### config.mk
export PLATFORM = sky130hd
export DESIGN_NAME = irq_prio_ctrl
export DESIGN_NICKNAME = d
export VERILOG_FILES = /design/src/rtl/ipc_pkg.sv /design/src/rtl/ipc_mode_reg.sv /design/src/rtl/ipc_src_qual.sv /design/src/rtl/ipc_pick.sv /design/src/rtl/irq_prio_ctrl.sv
export SDC_FILE = /design/constraint.sdc
export NUM_CORES = 1
export LEC_CHECK = 0
export CORE_ASPECT_RATIO = 0.7
export CORE_MARGIN = 5
export CORE_UTILIZATION = 40
export CTS_CLUSTER_DIAMETER = 200
export DETAILED_ROUTE_END_ITERATION = 16
export DONT_BUFFER_PORTS = 1
export PLACE_DENSITY = 0.54
export SLEW_MARGIN = 30
export SYNTH_ARGS = -nofsm -noshare
export SYNTH_HDL_FRONTEND = slang
export SYNTH_SLANG_ARGS = --single-unit
### constraint.sdc
create_clock -name clk -period 13.5 [get_ports clk]
set_clock_uncertainty 0.1 [all_clocks]
set_input_delay 4.05 -clock clk [delete_from_list [all_inputs] [get_ports clk]]
set_output_delay 4.05 -clock clk [all_outputs]
set_load 0.01 [all_outputs]
### src/rtl/ipc_pkg.sv
package ipc_pkg;

    typedef enum logic [1:0] {
        MODE_FLAT  = 2'b00,
        MODE_RSV1  = 2'b01,
        MODE_LEVEL = 2'b10,
        MODE_RSV3  = 2'b11
    } ctl_mode_e;

    localparam int PRIO_W  = 3;
    localparam int LVL_W   = 4;
    localparam logic [LVL_W-1:0]  NMI_LVL = 4'd8;
    localparam logic [PRIO_W-1:0] TOP_PRIO = 3'd7;

    typedef struct packed {
        logic             hit;
        logic [LVL_W-1:0] lvl;
    } cand_t;

    function automatic logic mode_ok(input logic [1:0] m);
        return (m == MODE_FLAT) || (m == MODE_LEVEL);
    endfunction

    function automatic logic clears_mask(input logic [PRIO_W-1:0] p,
                                         input logic [PRIO_W-1:0] m);
        return (p == TOP_PRIO) || (p > m);
    endfunction

endpackage

### src/rtl/ipc_mode_reg.sv
module ipc_mode_reg
    import ipc_pkg::*;
(
    input  logic      clk,
    input  logic      rst,
    input  logic      wr,
    input  logic [1:0] wdata,
    output ctl_mode_e mode,
    output logic      err
);

    always_ff @(posedge clk) begin
        if (rst) begin
            mode <= MODE_FLAT;
            err  <= 1'b0;
        end else if (wr) begin
            if (mode_ok(wdata)) begin
                mode <= ctl_mode_e'(wdata);
            end else begin
                err <= 1'b1;
            end
        end
    end

endmodule

### src/rtl/ipc_src_qual.sv
module ipc_src_qual
    import ipc_pkg::*;
#(
    parameter int NUM_SRC = 8
) (
    input  ctl_mode_e                  mode,
    input  logic                       cpu_i,
    input  logic [PRIO_W-1:0]          mask_lvl,
    input  logic [NUM_SRC-1:0]         req,
    input  logic [NUM_SRC-1:0]         en,
    input  logic [NUM_SRC*PRIO_W-1:0]  prio,
    output cand_t [NUM_SRC-1:0]        cand
);

    for (genvar i = 0; i < NUM_SRC; i++) begin : g_src
        logic [PRIO_W-1:0] p;
        logic              live;
        assign p    = prio[i*PRIO_W +: PRIO_W];
        assign live = req[i] & en[i];

        always_comb begin
            cand[i].hit = 1'b0;
            cand[i].lvl = '0;
            unique case (mode)
                MODE_FLAT: begin
                    cand[i].hit = live & ~cpu_i;
                end
                MODE_LEVEL: begin
                    cand[i].hit = live & clears_mask(p, mask_lvl);
                    cand[i].lvl = {1'b0, p};
                end
                default: begin
                    cand[i].hit = 1'b0;
                end
            endcase
        end
    end

endmodule

### src/rtl/ipc_pick.sv
module ipc_pick
    import ipc_pkg::*;
#(
    parameter int NUM_SRC = 8,
    parameter int VEC_W   = 4
) (
    input  cand_t [NUM_SRC-1:0] cand,
    output logic                found,
    output logic [VEC_W-1:0]    vec,
    output logic [LVL_W-1:0]    lvl
);

    // Scan from the highest index down; ">=" lets a lower index take a tie.
    always_comb begin
        found = 1'b0;
        vec   = '0;
        lvl   = '0;
        for (int i = NUM_SRC - 1; i >= 0; i--) begin
            if (cand[i].hit && (!found || cand[i].lvl >= lvl)) begin
                found = 1'b1;
                vec   = VEC_W'(i);
                lvl   = cand[i].lvl;
            end
        end
    end

endmodule

### src/rtl/irq_prio_ctrl.sv
module irq_prio_ctrl
    import ipc_pkg::*;
#(
    parameter int NUM_SRC = 8,
    localparam int VEC_W  = $clog2(NUM_SRC + 1)
) (
    input  logic                      clk,
    input  logic                      rst,
    input  logic                      standby,
    input  logic                      mode_wr,
    input  logic [1:0]                mode_wdata,
    input  logic                      nmi_req,
    input  logic [NUM_SRC-1:0]        irq_req,
    input  logic [NUM_SRC-1:0]        irq_en,
    input  logic [NUM_SRC*PRIO_W-1:0] prio_cfg,
    input  logic                      cpu_i,
    input  logic [PRIO_W-1:0]         cpu_mask_lvl,
    output logic                      int_req,
    output logic [VEC_W-1:0]          int_vec,
    output logic [LVL_W-1:0]          int_lvl,
    output logic [1:0]                cur_mode,
    output logic                      mode_err
);

    localparam logic [VEC_W-1:0] NMI_VEC = VEC_W'(NUM_SRC);

    ctl_mode_e            mode_q;
    cand_t [NUM_SRC-1:0]  cand;
    logic                 pick_found;
    logic [VEC_W-1:0]     pick_vec;
    logic [LVL_W-1:0]     pick_lvl;
    logic                 nx_req;
    logic [VEC_W-1:0]     nx_vec;
    logic [LVL_W-1:0]     nx_lvl;

    ipc_mode_reg u_mode (
        .clk   (clk),
        .rst   (rst),
        .wr    (mode_wr),
        .wdata (mode_wdata),
        .mode  (mode_q),
        .err   (mode_err)
    );

    ipc_src_qual #(.NUM_SRC(NUM_SRC)) u_qual (
        .mode     (mode_q),
        .cpu_i    (cpu_i),
        .mask_lvl (cpu_mask_lvl),
        .req      (irq_req),
        .en       (irq_en),
        .prio     (prio_cfg),
        .cand     (cand)
    );

    ipc_pick #(.NUM_SRC(NUM_SRC), .VEC_W(VEC_W)) u_pick (
        .cand  (cand),
        .found (pick_found),
        .vec   (pick_vec),
        .lvl   (pick_lvl)
    );

    always_comb begin
        nx_req = 1'b0;
        nx_vec = '0;
        nx_lvl = '0;
        if (!standby) begin
            if (nmi_req) begin
                nx_req = 1'b1;
                nx_vec = NMI_VEC;
                nx_lvl = NMI_LVL;
            end else if (pick_found) begin
                nx_req = 1'b1;
                nx_vec = pick_vec;
                nx_lvl = pick_lvl;
            end
        end
    end

    always_ff @(posedge clk) begin
        if (rst) begin
            int_req <= 1'b0;
            int_vec <= '0;
            int_lvl <= '0;
        end else begin
            int_req <= nx_req;
            int_vec <= nx_vec;
            int_lvl <= nx_lvl;
        end
    end

    assign cur_mode = mode_q;

endmodule

==> results.md <==
- Worst Path Required: 13.52 ns
- Status: completed
- Hold path cells: 2
- Leak: about 1.4 nW
- EDFF count, synth: 0
- Post-layout min period: ~13 ns
- Area delta synth->final: 38.9%
- Ys async rst share: 0
- Hold EP: u_mode.err$_SDFFE_PP0P_
- Clock group share of total power: 0.215
- Count of final hold-check violations: 0
- Rel. slew slack: 0.389
- GPL Wtd Cong: just over 0.8
- Final nets: ~450
- # DRC: 0
- Flop2flop setup slack: between 3 and 4 ns
- Hold path startpoint: u_mode.err$_SDFFE_PP0P_
- CP max FO: 5
- Reg power frac: 0.230
- Pwr per Cell Area: about 48 nW/um2
- Least-Margin Pin Slew: between 0.9 and 1 ns
- Worst R2R Path Depth: 50
- Switching Share: 0.363
- PortBufs: 0
- Fmax: 0.0742 GHz
- Routed Antenna Nets: 0
- Clock tree buffer depth: 2
- Placed inst area: roughly 2700 um2
- Die Height: roughly 73 um
- Worst Setup Path Type: input port to flop
- Most frequent CP cell: ha_1
- Reg2Reg Capture Point: int_lvl[1]$_SDFF_PP0_
- Crit. End Element: flop
- Tcrit/Tclk final: 0.998
- Largest net degree at the start of global routing: 24
- Mapped Avg Cell Area: 7.95 um2
- Crit-path max cell delay: approximately 0.4 ns
- Syn. warnings: 0
- IO Pins: 63
- Total CTS buffers: 3
- Clock Sinks: 11
- Iter 0 DRT Violations: between 100 and 150
- Final WL: just under 7000 um
- Gate power share: 0.555
- Mapped Area: between 2000 and 2500 um2
- # setup viols final: 0
- Antenna Cells: 0
- Drt first pass iters: 4
- Row cnt: 23
- Hold Path Class: flop to flop
- Yosys cell types: around 60
- Slowest CP cell: or3_4
- Pwr Total: 0.152 mW
- RSZ-0062 raised after global routing: yes
- Worst hold margin: between 0.4 and 0.5 ns
- Post-synthesis register bit count: 11
- TNS Setup: 0 ns
- Core area: between 5000 and 6000 um2
- Clock Latency Late Sink: ~0.24 ns
- Vias in the first global route: 2112
- VDD IR-drop max: approximately 0.024 mV
- Sequential share of the synthesized area: 0.0958
- Final Slew Violations: 0
- First-pass GRT wire length: a little over 10000 um
- Total gr overflow: 0
- Dpl hpwl: about 5300 um
- Maxcap violations: 0
- Largest cells by area after synthesis: ha_1 (24%), dfxtp_1 (9.6%), inv_1 (4.6%)
- Cts hold-fix bufs: 0
- Clock-pin slew on the worst setup and hold paths: approximately 0.05 ns
- Drt via density: roughly 5.5
- Die X: ~100 um
- Root Driver: clkbuf_8
- CTS tree: done
- Overall die area: 7390 um2
- P_sw: roughly 0.055 mW
- Initial antenna violation count: 0
- Crit path arrival time: around 13 ns
- Final instance area: approximately 3200 um2
- Post-Place Cells: 396
- Synth Net Count: between 300 and 400
- Mapped Cells: 289
- Synth top area share: 0.245
- Worst r2r src: u_mode.mode[0]$_SDFFE_PP0P_
- Post-DR wirelength/cell: 16.2 um
- Layout cell share with drive strength beyond 1: 0.385
- Startpoint type of the worst setup path: input port
- Initial Utilization: 0.407
- Fin cells: 423
- Ys flop type: dfxtp_1
- Int Power: just under 0.1 mW
- Post-synth top area cell: ha_1
- H-tree Lvls: 1
- Vias after detailed routing: around 2.3k
- GRT Util Overall: 0.172
-- flip-flops by register name (all words and copies together), names as in the netlist --
signal,flops
int_vec,4
int_lvl,3
u_mode.mode,2
int_req,1
u_mode.err,1
-- timing repair --
| action | 4_1_cts | 5_1_grt |
|---|---|---|
| resized for setup | 6 | 44 |
| setup endpoints to repair | 6 | 6 |
| pin swaps | 11 | 53 |
| cloned | 0 | 0 |
| setup buffers | 8 | 15 |
-- placed cells by master, fill, tap and decap left out, drive strengths merged, types with 3 or more instances in the layout --
| master | count |
|---|---|
| a211oi | 5 |
| a21o | 9 |
| a21oi | 20 |
| a31oi | 10 |
| a32oi | 3 |
| and2 | 13 |
| and3 | 4 |
| buf | 63 |
| clkbuf | 4 |
| dfxtp | 11 |
| ha | 45 |
| inv | 28 |
| mux2i | 3 |
| nand2 | 21 |
| nand2b | 6 |
| nand3 | 16 |
| nand4 | 3 |
| nor2 | 20 |
| nor2b | 5 |
| nor3 | 6 |
| nor3b | 3 |
| o211ai | 3 |
| o21a | 4 |
| o21ai | 15 |
| o31a | 3 |
-- synth_stat cells, types with 4 or more instances --
cell	number
o21ai_0	9
a21oi_1	19
nand2b_1	5
a211oi_1	5
nor2_1	19
dfxtp_1	11
nor2b_1	5
nand2_1	21
o21ai_2	4
inv_1	28
a21o_1	9
nand3_1	15
and2_1	12
ha_1	45
a31oi_1	7
nor3_1	6
-- critical path, delay by kind of cell --
family,cells,cell delay (ns)
and+or+nand+nor,12,1.66
adders and majority gates,8,2.29
buffers and inverters,4,0.45
AOI/OAI and AO/OA,28,5.04
-- layout make-up --
cell class / instances / area [um2]
Clock buffer: 4 / 45.0
Fill cell: 530 / 2450
Sequential cell: 11 / 220
Multi-Input combinational cell: 241 / 2240
Timing Repair Buffer: 63 / 480
Tap cell: 75 / 93.8
Inverter: 29 / 113
-- per-layer routing --
layer | vias up | global-route usage | routed length [um]
met5 | - | 0 | 0
met4 | 0 | 0.00897 | 11
met3 | 2 | 0.0380 | 376
met2 | 57 | 0.247 | 2880
met1 | 1084 | 0.270 | 3590
li1 | 1192 | - | -
-- worst max-delay path by stage --
stage / startpoint / endpoint / slack (ns) / depth (start not counted)
finish: cpu_mask_lvl[1] / int_lvl[1]$_SDFF_PP0_ / 0.03 / 52
global placement: cpu_mask_lvl[1] / int_lvl[0]$_SDFF_PP0_ / -0.36 / 55
detailed placement: cpu_mask_lvl[1] / int_lvl[0]$_SDFF_PP0_ / -0.45 / 53
global route: cpu_mask_lvl[1] / int_lvl[1]$_SDFF_PP0_ / -0.48 / 51
CTS: cpu_mask_lvl[1] / int_lvl[0]$_SDFF_PP0_ / 0.01 / 53
floorplan: cpu_mask_lvl[1] / int_lvl[0]$_SDFF_PP0_ / 0.005 / 54
-- metrics by stage --
stage                     worst slack, ns   util
after CTS                          0.0142  0.497
after floorplan                   0.00476      -
final                              0.0315  0.566
after global routing               -0.476  0.566
after detailed placement           -0.450  0.472
after global placement             -0.360  0.472
-- power by group through the flow --
| stage | sequential [mW] | combinational, mW | clock [mW] |
|---|---|---|---|
| floorplan | 0.0354 | 0.0457 | 0 |
| global placement | 0.0356 | 0.0640 | 0 |
| detailed placement | 0.0357 | 0.0649 | 0 |
| CTS | 0.0350 | 0.0686 | 0.0338 |
| global route | 0.0351 | 0.0933 | 0.0358 |
| finish | 0.0350 | 0.0845 | 0.0328 |
-- kinds of logic after synthesis --
| logic type | synth area share |
|---|---|
| multiplexers | 0.0131 |
| adder cells (fa/ha/maj) | 0.245 |
| AO/OA/AOI/OAI | 0.337 |
| AND/OR/NAND/NOR | 0.238 |
| flip-flops | 0.0958 |
| buffers and inverters | 0.0708 |
No activity file was read; power rests on OpenSTA's default activity.
